<file path="config.mk">
export PLATFORM = sky130hd
export DESIGN_NAME = fcr_unit
export DESIGN_NICKNAME = d
export VERILOG_FILES = /design/src/rtl/fcr_pkg.sv /design/src/rtl/fcr_rst_sync.sv /design/src/rtl/fcr_ctrl_reg.sv /design/src/rtl/fcr_cmd_gate.sv /design/src/rtl/fcr_seq_stub.sv /design/src/rtl/fcr_unit.sv
export SDC_FILE = /design/constraint.sdc
export NUM_CORES = 1
export LEC_CHECK = 0
export BUFFER_PORTS_ARGS = -buffer_cell sky130_fd_sc_hd__buf_2
export CAP_MARGIN = 10
export CORE_ASPECT_RATIO = 1.75
export CORE_MARGIN = 3
export CORE_UTILIZATION = 47
export CTS_CLUSTER_SIZE = 40
export DETAILED_ROUTE_END_ITERATION = 6
export PLACE_DENSITY = 0.87
export SYNTH_ARGS = -nofsm -noshare
export SYNTH_HDL_FRONTEND = slang
export SYNTH_SLANG_ARGS = --single-unit
</file>
<file path="constraint.sdc">
create_clock -name clk -period 1.85 [get_ports clk]
set_clock_uncertainty 0.05 [all_clocks]
set_input_delay 0.2775 -clock clk [delete_from_list [all_inputs] [get_ports clk]]
set_output_delay 0.2775 -clock clk [all_outputs]
set_load 0.03 [all_outputs]
</file>
<file path="src/rtl/fcr_pkg.sv">
package fcr_pkg;
  localparam int REG_W    = 8;
  localparam int DATA_W   = 16;
  localparam int BIT_RDY  = 0;
  localparam int BIT_MODE = 1;
  localparam int BIT_FRST = 3;
  localparam int BIT_AREA = 5;
endpackage

</file>
<file path="src/rtl/fcr_rst_sync.sv">
module fcr_rst_sync (
  input  logic clk,
  input  logic rst_n,
  output logic rst_ns
);
  logic [1:0] sync_q;

  always_ff @(posedge clk or negedge rst_n) begin
    if (!rst_n) sync_q <= 2'b00;
    else        sync_q <= {sync_q[0], 1'b1};
  end

  assign rst_ns = sync_q[1];
endmodule

</file>
<file path="src/rtl/fcr_ctrl_reg.sv">
module fcr_ctrl_reg (
  input  logic clk,
  input  logic rst_ns,
  input  logic sys_clr,
  input  logic boot_mode,
  input  logic reg_wr,
  input  logic any_wr,
  input  logic wr_mode,
  input  logic wr_frst,
  input  logic wr_area,
  output logic mode_q,
  output logic frst_q,
  output logic area_q
);
  logic armed_q, armed_d, mode_d, frst_d, area_d;

  always_comb begin
    armed_d = armed_q;
    mode_d  = mode_q;
    frst_d  = frst_q;
    area_d  = area_q;
    if (sys_clr) begin
      armed_d = 1'b0;
      mode_d  = 1'b0;
      frst_d  = 1'b0;
      area_d  = 1'b0;
    end else if (reg_wr) begin
      armed_d = ~wr_mode;
      if (!wr_mode)     mode_d = 1'b0;
      else if (armed_q) mode_d = 1'b1;
      frst_d = wr_frst ? (frst_q | mode_q) : 1'b0;
      if (boot_mode) area_d = wr_area;
    end else if (any_wr) begin
      armed_d = 1'b0;
    end
  end

  always_ff @(posedge clk or negedge rst_ns) begin
    if (!rst_ns) begin
      armed_q <= 1'b0;
      mode_q  <= 1'b0;
      frst_q  <= 1'b0;
      area_q  <= 1'b0;
    end else begin
      armed_q <= armed_d;
      mode_q  <= mode_d;
      frst_q  <= frst_d;
      area_q  <= area_d;
    end
  end

  AST_MODE_NEEDS_ARM: assert property (@(posedge clk) disable iff (!rst_ns)
    $rose(mode_q) |-> $past(armed_q) && $past(reg_wr));
  AST_FRST_NEEDS_MODE: assert property (@(posedge clk) disable iff (!rst_ns)
    $rose(frst_q) |-> $past(mode_q));
  AST_AREA_BOOT_ONLY: assert property (@(posedge clk) disable iff (!rst_ns)
    (!boot_mode && !sys_clr) |=> $stable(area_q));
endmodule

</file>
<file path="src/rtl/fcr_cmd_gate.sv">
module fcr_cmd_gate #(
  parameter int ADDR_W = 16
) (
  input  logic                      clk,
  input  logic                      rst_ns,
  input  logic                      sys_clr,
  input  logic                      flash_wr,
  input  logic                      mode_q,
  input  logic                      frst_q,
  input  logic [ADDR_W-1:0]         addr,
  input  logic [fcr_pkg::DATA_W-1:0] data,
  output logic                      cmd_valid,
  output logic [ADDR_W-1:0]         cmd_addr,
  output logic [fcr_pkg::DATA_W-1:0] cmd_data
);
  logic accept, valid_d;

  always_comb begin
    accept  = flash_wr && mode_q && !frst_q && !addr[0] && !sys_clr;
    valid_d = accept;
  end

  always_ff @(posedge clk or negedge rst_ns) begin
    if (!rst_ns) cmd_valid <= 1'b0;
    else         cmd_valid <= valid_d;
  end

  always_ff @(posedge clk or negedge rst_ns) begin
    if (!rst_ns) begin
      cmd_addr <= '0;
      cmd_data <= '0;
    end else if (accept) begin
      cmd_addr <= addr;
      cmd_data <= data;
    end
  end

  AST_CMD_EVEN_MODE: assert property (@(posedge clk) disable iff (!rst_ns)
    cmd_valid |-> $past(mode_q) && !$past(frst_q) && !cmd_addr[0]);
  AST_CMD_ONE_CYCLE: assert property (@(posedge clk) disable iff (!rst_ns)
    cmd_valid |=> !cmd_valid || $past(accept));
endmodule

</file>
<file path="src/rtl/fcr_seq_stub.sv">
module fcr_seq_stub #(
  parameter int BUSY_CYC = 4
) (
  input  logic clk,
  input  logic rst_ns,
  input  logic clr,
  input  logic start,
  output logic busy,
  output logic abort
);
  localparam int CNT_W = $clog2(BUSY_CYC + 1);
  logic [CNT_W-1:0] cnt_q, cnt_d;
  logic busy_d, abort_d;

  always_comb begin
    cnt_d   = cnt_q;
    busy_d  = busy;
    abort_d = 1'b0;
    if (clr) begin
      abort_d = busy;
      busy_d  = 1'b0;
      cnt_d   = '0;
    end else if (busy) begin
      if (cnt_q == '0) busy_d = 1'b0;
      else             cnt_d  = cnt_q - 1'b1;
    end else if (start) begin
      busy_d = 1'b1;
      cnt_d  = CNT_W'(BUSY_CYC - 1);
    end
  end

  always_ff @(posedge clk or negedge rst_ns) begin
    if (!rst_ns) begin
      cnt_q <= '0;
      busy  <= 1'b0;
      abort <= 1'b0;
    end else begin
      cnt_q <= cnt_d;
      busy  <= busy_d;
      abort <= abort_d;
    end
  end

  AST_BUSY_FROM_CMD: assert property (@(posedge clk) disable iff (!rst_ns)
    $rose(busy) |-> $past(start));
  AST_ABORT_PULSE: assert property (@(posedge clk) disable iff (!rst_ns)
    abort |-> $past(busy) && $past(clr) && !busy);
endmodule

</file>
<file path="src/rtl/fcr_unit.sv">
module fcr_unit #(
  parameter int          ADDR_W    = 16,
  parameter int          BUSY_CYC  = 4,
  parameter logic [15:0] CTRL_ADDR = 16'h005E
) (
  input  logic                       clk,
  input  logic                       rst_n,
  input  logic                       wdt_irq,
  input  logic                       sw_rst,
  input  logic                       boot_mode,
  input  logic                       bus_wr,
  input  logic [ADDR_W-1:0]          bus_addr,
  input  logic [fcr_pkg::DATA_W-1:0] bus_wdata,
  output logic [fcr_pkg::REG_W-1:0]  ctrl_rdata,
  output logic                       cmd_valid,
  output logic [ADDR_W-1:0]          cmd_addr,
  output logic [fcr_pkg::DATA_W-1:0] cmd_data,
  output logic                       flash_rst,
  output logic                       user_area,
  output logic                       seq_busy,
  output logic                       seq_abort
);
  import fcr_pkg::*;

  logic rst_ns, sys_clr, reg_wr, flash_wr;
  logic mode_q, frst_q, area_q, busy;

  assign sys_clr  = wdt_irq | sw_rst;
  assign reg_wr   = bus_wr && (bus_addr == ADDR_W'(CTRL_ADDR));
  assign flash_wr = bus_wr && !reg_wr;

  fcr_rst_sync u_rst (.clk(clk), .rst_n(rst_n), .rst_ns(rst_ns));

  fcr_ctrl_reg u_reg (
    .clk(clk), .rst_ns(rst_ns), .sys_clr(sys_clr), .boot_mode(boot_mode),
    .reg_wr(reg_wr), .any_wr(bus_wr),
    .wr_mode(bus_wdata[BIT_MODE]), .wr_frst(bus_wdata[BIT_FRST]),
    .wr_area(bus_wdata[BIT_AREA]),
    .mode_q(mode_q), .frst_q(frst_q), .area_q(area_q)
  );

  fcr_cmd_gate #(.ADDR_W(ADDR_W)) u_gate (
    .clk(clk), .rst_ns(rst_ns), .sys_clr(sys_clr), .flash_wr(flash_wr),
    .mode_q(mode_q), .frst_q(frst_q), .addr(bus_addr), .data(bus_wdata),
    .cmd_valid(cmd_valid), .cmd_addr(cmd_addr), .cmd_data(cmd_data)
  );

  fcr_seq_stub #(.BUSY_CYC(BUSY_CYC)) u_seq (
    .clk(clk), .rst_ns(rst_ns), .clr(frst_q | sys_clr), .start(cmd_valid),
    .busy(busy), .abort(seq_abort)
  );

  always_comb begin
    ctrl_rdata           = '0;
    ctrl_rdata[BIT_RDY]  = ~busy;
    ctrl_rdata[BIT_MODE] = mode_q;
    ctrl_rdata[BIT_FRST] = frst_q;
    ctrl_rdata[BIT_AREA] = area_q & boot_mode;
  end

  assign flash_rst = frst_q;
  assign user_area = area_q & boot_mode;
  assign seq_busy  = busy;

  AST_CLR_EMPTIES_REG: assert property (@(posedge clk) disable iff (!rst_ns)
    sys_clr |=> !mode_q && !frst_q && !area_q);
  AST_MODE_CLEAR: assert property (@(posedge clk) disable iff (!rst_ns)
    (reg_wr && !bus_wdata[BIT_MODE]) |=> !mode_q);
endmodule

</file>
# Yosys cells after proc, flatten, opt, wreduce, memory -nomap -nowiden
# Cells that the tools add are included.
[classes]
n_reduce_logical = 18
bitwise_logic = 6
addsub = 1
muxes = 22
n_eq_ne = 3
[ops]
columns = ["operator", "count"]
rows = [
  ["two-way mux 1 bit", 18],
  ["equality test 16 x 7 -> 1 bit (second input constant)", 1],
  ["two-way mux 3 bit", 4],
  ["logical AND 1 bit", 6],
  ["AND reduction 2 bit", 3],
  ["nonzero test 3 bit", 2],
  ["zero test 1 bit", 4],
  ["nonzero test 2 bit", 2],
  ["zero test 3 bit", 1],
  ["inequality test 3 x 1 -> 1 bit (second input constant)", 1],
  ["inequality test 3 x 2 -> 1 bit (second input constant)", 1],
  ["OR 1 bit", 3],
  ["subtractor 3 x 1 -> 3 bit (second input constant)", 1],
  ["inverter 1 bit", 2],
  ["bitwise AND 1 bit", 1],
]
[totals]
output_inout_bits = 45
word_cells = 61
reg_bits = 44
input_bits = 38

# Depth between registers and ports, before layout
[depth]
word_depth = 8
ltp_mapped = 7
depth_no_buf = 7

# Modules after synthesis
# A second synthesis with hierarchy kept.
[hier_totals]
cells_unflattened = 134
hier_area_um2 = 1999.4
[modules_own_cells]
columns = ["mod", "area_per_inst_um2", "n_inst", "cells_per_inst"]
rows = [
  ["fcr_cmd_gate", 1350.0, 1, 72],
  ["fcr_seq_stub", 267.8, 1, 24],
  ["fcr_ctrl_reg", 176.4, 1, 15],
  ["fcr_unit", 151.4, 1, 20],
  ["fcr_rst_sync", 53.8, 1, 3],
]

# Least setup slack after synthesis
# OpenSTA, ideal clock, no wires.
[synth_timing]
kind = "register to register"
start = "register u_reg.frst_q"
end = "register u_gate.cmd_addr[12]"
arrival_ns = 2.032
setup_slack_ns = -0.357
t_required_ns = 1.675
stages_incl_launch_ff = 6
path_cell_list = "dfrtp_1 -> or3_1 -> or4_1 -> buf_6 -> buf_12 -> mux2_4"
[synth_between]
elab_chain_len = 4
[synth_lines]
columns = ["item", "line_no", "text"]
rows = [
  ["start, declared", "fcr_ctrl_reg.sv:12", "output logic frst_q,"],
  ["start signal, assigned", "fcr_ctrl_reg.sv:47", "frst_q <= frst_d;"],
  ["zero test 1 bit", "fcr_cmd_gate.sv:19", "accept = flash_wr && mode_q && !frst_q && !addr[0] && !sys_clr;"],
  ["logical AND 1 bit (3 in series)", "fcr_cmd_gate.sv:19", ""],
  ["end signal, assigned", "fcr_cmd_gate.sv:33", "cmd_addr <= addr;"],
  ["end, declared", "fcr_cmd_gate.sv:13", "output logic [ADDR_W-1:0] cmd_addr,"],
]
# Every way passes these cells.
# A chain may end at the register's enable or synchronous reset.

# Final worst setup path
[layout_timing]
start = "register u_reg.frst_q"
end = "register u_gate.cmd_addr[8]"
# The elaborated chain is that of the path after synthesis.

==> reports/metrics.csv <==
stage,metric,value,unit
outcome,result of the run,"complete, but fails checks",
outcome,failing checks,setup timing,
hold_path,worst hold-check path type,flip-flop to asynchronous set/reset pin,
detailed_routing,final WL,4.12,mm
clock_network,Sink Count,44,
power,largest vdd supply drop,0.515,mV
clock_network,total CTS buffers,5,
detailed_routing,Routed wire per std cell,15.1,µm
clock_network,clk_lat worst skew,280,ps
logic_synthesis,synth top area cells,"dfrtp_1, mux2_4, buf_12",
worst_setup_path,crit path kind,flip-flop to flip-flop,
worst_setup_path,"Max FO, Critical Path",12,
global_routing,Total GRT Usage,0.176,
detailed_routing,post-DR vias/cell,4.96,
worst_setup_path,CP max stage delay,550,ps
power,static leakage,1.55,nW
global_routing,total gr overflow,0,
logic_synthesis,Synth Area in Compound Gates,0.0285,
logic_synthesis,"Cell Area, Synth",1980,µm²
worst_setup_path,"CP delay by family, top",simple AND/OR/NAND/NOR gates,
clock_network,CTS tree,done,
clock_network,Worst-path clk slew,80,ps
worst_setup_path,CP Buf/Inv Count,1,
timing,RSZ-0062 raised after global routing,yes,
floorplanning,die area,5050,µm²
floorplanning,Die X,55.0,µm
worst_setup_path,Crit-path slowest cell,or4_4,
place,Final HPWL DP,3.21,mm
timing,Pins Over Slew Limit,0,
floorplanning,Core Region,3980,µm²
place,I/O Buffers,78,
logic_synthesis,Commonest cells post-synth,"dfrtp_1, mux2_4, buf_4, inv_1, nor2_1",
finish,"Area growth, synth to finish",31.1,%
worst_setup_path,crit path capture type,flip-flop,
clock_network,CTS H-tree depth,2,
run,MaxCap Viol Count,0,
clock_network,worst-case clock buffer depth,2,
power,Overall Power,1.67,mW
global_routing,initial antenna violation count,0,
clock_network,"Setup Fix Bufs, Post-CTS",0,
finish,Final Non-Filler Cells,273,
place,Post-Place Setup Slack,-335,ps
power,sw frac,0.216,
logic_synthesis,Syn Area/Cell,15.1,µm²
power,Power Internal,1.31,mW
timing,Final Hold Fails,0,
power,Clock power frac,0.360,
logic_synthesis,multiplexer share of the synthesized area,0.240,
worst_setup_path,reg-to-reg critical path startpoint,u_reg.frst_q,
floorplanning,Initial Util,0.497,
timing,fin crit period,1960,ps
finish,n_diodes,0,
timing,hold slack,82.2,ps
logic_synthesis,Post-Synth Simple-Gate Area,0.0848,
detailed_routing,routed via count,1355,
logic_synthesis,share of Yosys cell area claimed by the top area cell type,0.557,
worst_setup_path,Critical Path RT,1960,ps
timing,Final Cycle Share,1.06,
worst_setup_path,crit-path cells,or3_4 -> or4_4 -> buf_12 -> mux2_4,
detailed_routing,DRC violations left,0,
logic_synthesis,Adder-Cell Fraction of Synth Area,0.0127,
worst_setup_path,r2r setup slk,-110,ps
logic_synthesis,"count leader, synth",dfrtp_1,
logic_synthesis,"FFs w/ async S/R, synth",1.00,
logic_synthesis,library cells used by synthesis,32,
logic_synthesis,number of synthesized flops with an enable pin,0,
worst_setup_path,Worst EP arrival,2080,ps
global_routing,global-route wire length before repair,6.57,mm
logic_synthesis,sequential cell area fraction in the yosys report,0.557,
finish,fraction of layout cells with a size suffix above 1,0.627,
floorplanning,io pins,83,
finish,nets@finish,264,
logic_synthesis,largest family of logic cells by synthesized area,multiplexers,
logic_synthesis,most frequently used flop master after synthesis,dfrtp_1,
place,dpl cells,263,
logic_synthesis,Mapped Cells,131,
logic_synthesis,"Warnings, synthesis",0,
logic_synthesis,Post-Synth XOR/XNOR Area,0,
logic_synthesis,Synth Register Bits,44,
power,combinational share of power,0.061,
detailed_routing,Starting DRT DRC Count,9,
floorplanning,Cell Rows,30,
power,PD cells,644,nW/µm²
power,Reg power frac,0.579,
floorplanning,die height,91.8,µm
power,Sw Pwr,0.361,mW
global_routing,largest net degree at the start of global routing,17,
worst_setup_path,worst reg2reg endpoint,u_gate.cmd_addr[8],
global_routing,vias in the first global route,1486,
detailed_routing,Routed Antenna Nets,0,
logic_synthesis,biggest area consumer among synthesized cells,dfrtp_1,
timing,Setup WS post-layout,-114,ps
detailed_routing,first drt pass iteration count,3,
clock_network,CTS Root Cell,clkbuf_8,
timing,Fmax,0.509,GHz
place,gpl congestion,0.735,
worst_setup_path,worst r2r path cells,4,
worst_setup_path,startpoint types,flip-flop,
timing,setup-violating endpoint count in the final report,31,
finish,Layout Utilization,0.652,
## through the flow
| stage | setup TNS [ps] | cell area [µm²] |
|---|---|---|
| after global placement | -9170 | 2450 |
| after detailed placement | -9790 | 2450 |
| after floorplan | -7230 | 2000 |
| after global routing | -3630 | 2590 |
| final | -2840 | 2590 |
| after CTS | -4120 | 2590 |
## routing by layer
metal | wire length [µm] | up-vias | GRT usage
met3 | 292 | 8 | 0.0309
li1 | - | 625 | -
met2 | 2210 | 54 | 0.312
met1 | 1520 | 668 | 0.195
met4 | 90 | 0 | 0.0710
met5 | 0 | - | 0
## registers in the layout, summed over array words and instances, names as in the netlist
name              cells
u_gate.cmd_addr      16
u_gate.cmd_data      16
u_seq.cnt_q           3
u_rst.sync_q          2
u_gate.cmd_valid      1
u_reg.area_q          1
u_reg.armed_q         1
u_reg.frst_q          1
u_reg.mode_q          1
u_seq.abort           1
u_seq.busy            1
## worst reg2reg max path, delay by kind of cell, from the launching register on
family                 cells  cell delay, ps
and+or+nand+nor            2             880
DFF                        1             410
muxes                      1             310
buffers and inverters      1             190
## cells in the final DEF, fill, tap and decap left out, types with 3 or more instances in the layout
cell      Yosys  final
dfrtp_1      44     42
mux2_4       28     31
inv_1         5      5
conb_1        2      5
clkbuf_8      0      6
and2_1        3      3
nor2_1        5      5
buf_2         0     78
buf_4         7     12
or4_4         1      3
nand2_1       3      3
## power groups by stage
stage | clock [mW] | sequential (mW) | combinational, mW
after detailed placement | 0 | 0.988 | 0.101
after global placement | 0 | 0.987 | 0.0999
final | 0.602 | 0.968 | 0.102
after global routing | 0.663 | 0.969 | 0.113
after floorplan | 0 | 0.995 | 0.0301
after CTS | 0.623 | 0.969 | 0.104
## repair_timing
action,CTS,global route
gates resized for setup,6,0
hold buffers,1,0
cloned,1,0
pin swaps,1,1
endpoints found under the setup margin,32,32
hold endpoints to repair,2,0
## worst max path at each step
stage	startpoint	to	slack (ps)	cells past startpoint
4_1_cts	u_reg.frst_q	u_gate.cmd_addr[8]	-150	4
3_3_place_gp	bus_addr[10]	u_gate.cmd_data[15]	-310	6
6_report	u_reg.frst_q	u_gate.cmd_addr[8]	-110	4
2_1_floorplan	bus_addr[10]	u_gate.cmd_addr[12]	-240	6
3_5_place_dp	bus_addr[10]	u_gate.cmd_addr[11]	-340	6
5_1_grt	u_reg.frst_q	u_gate.cmd_addr[14]	-130	4
## cells by family after synthesis
group,after synthesis
muxes,33
buffers and inverters,17
other,2
and+or+nand+nor,25
DFF,44
adders and majority gates,2
AOI/OAI and AO/OA,8
## final cells by class
class,instances,area [µm²]
inverters,6,22.5
fillers,329,1390
multi-input cells,73,766
well taps,48,60.1
repair buffers,94,549
clock buffers,6,82.6
flip-flops and latches,44,1100
clock inverters,2,10.0
No activity file was read; power rests on OpenSTA's default activity.
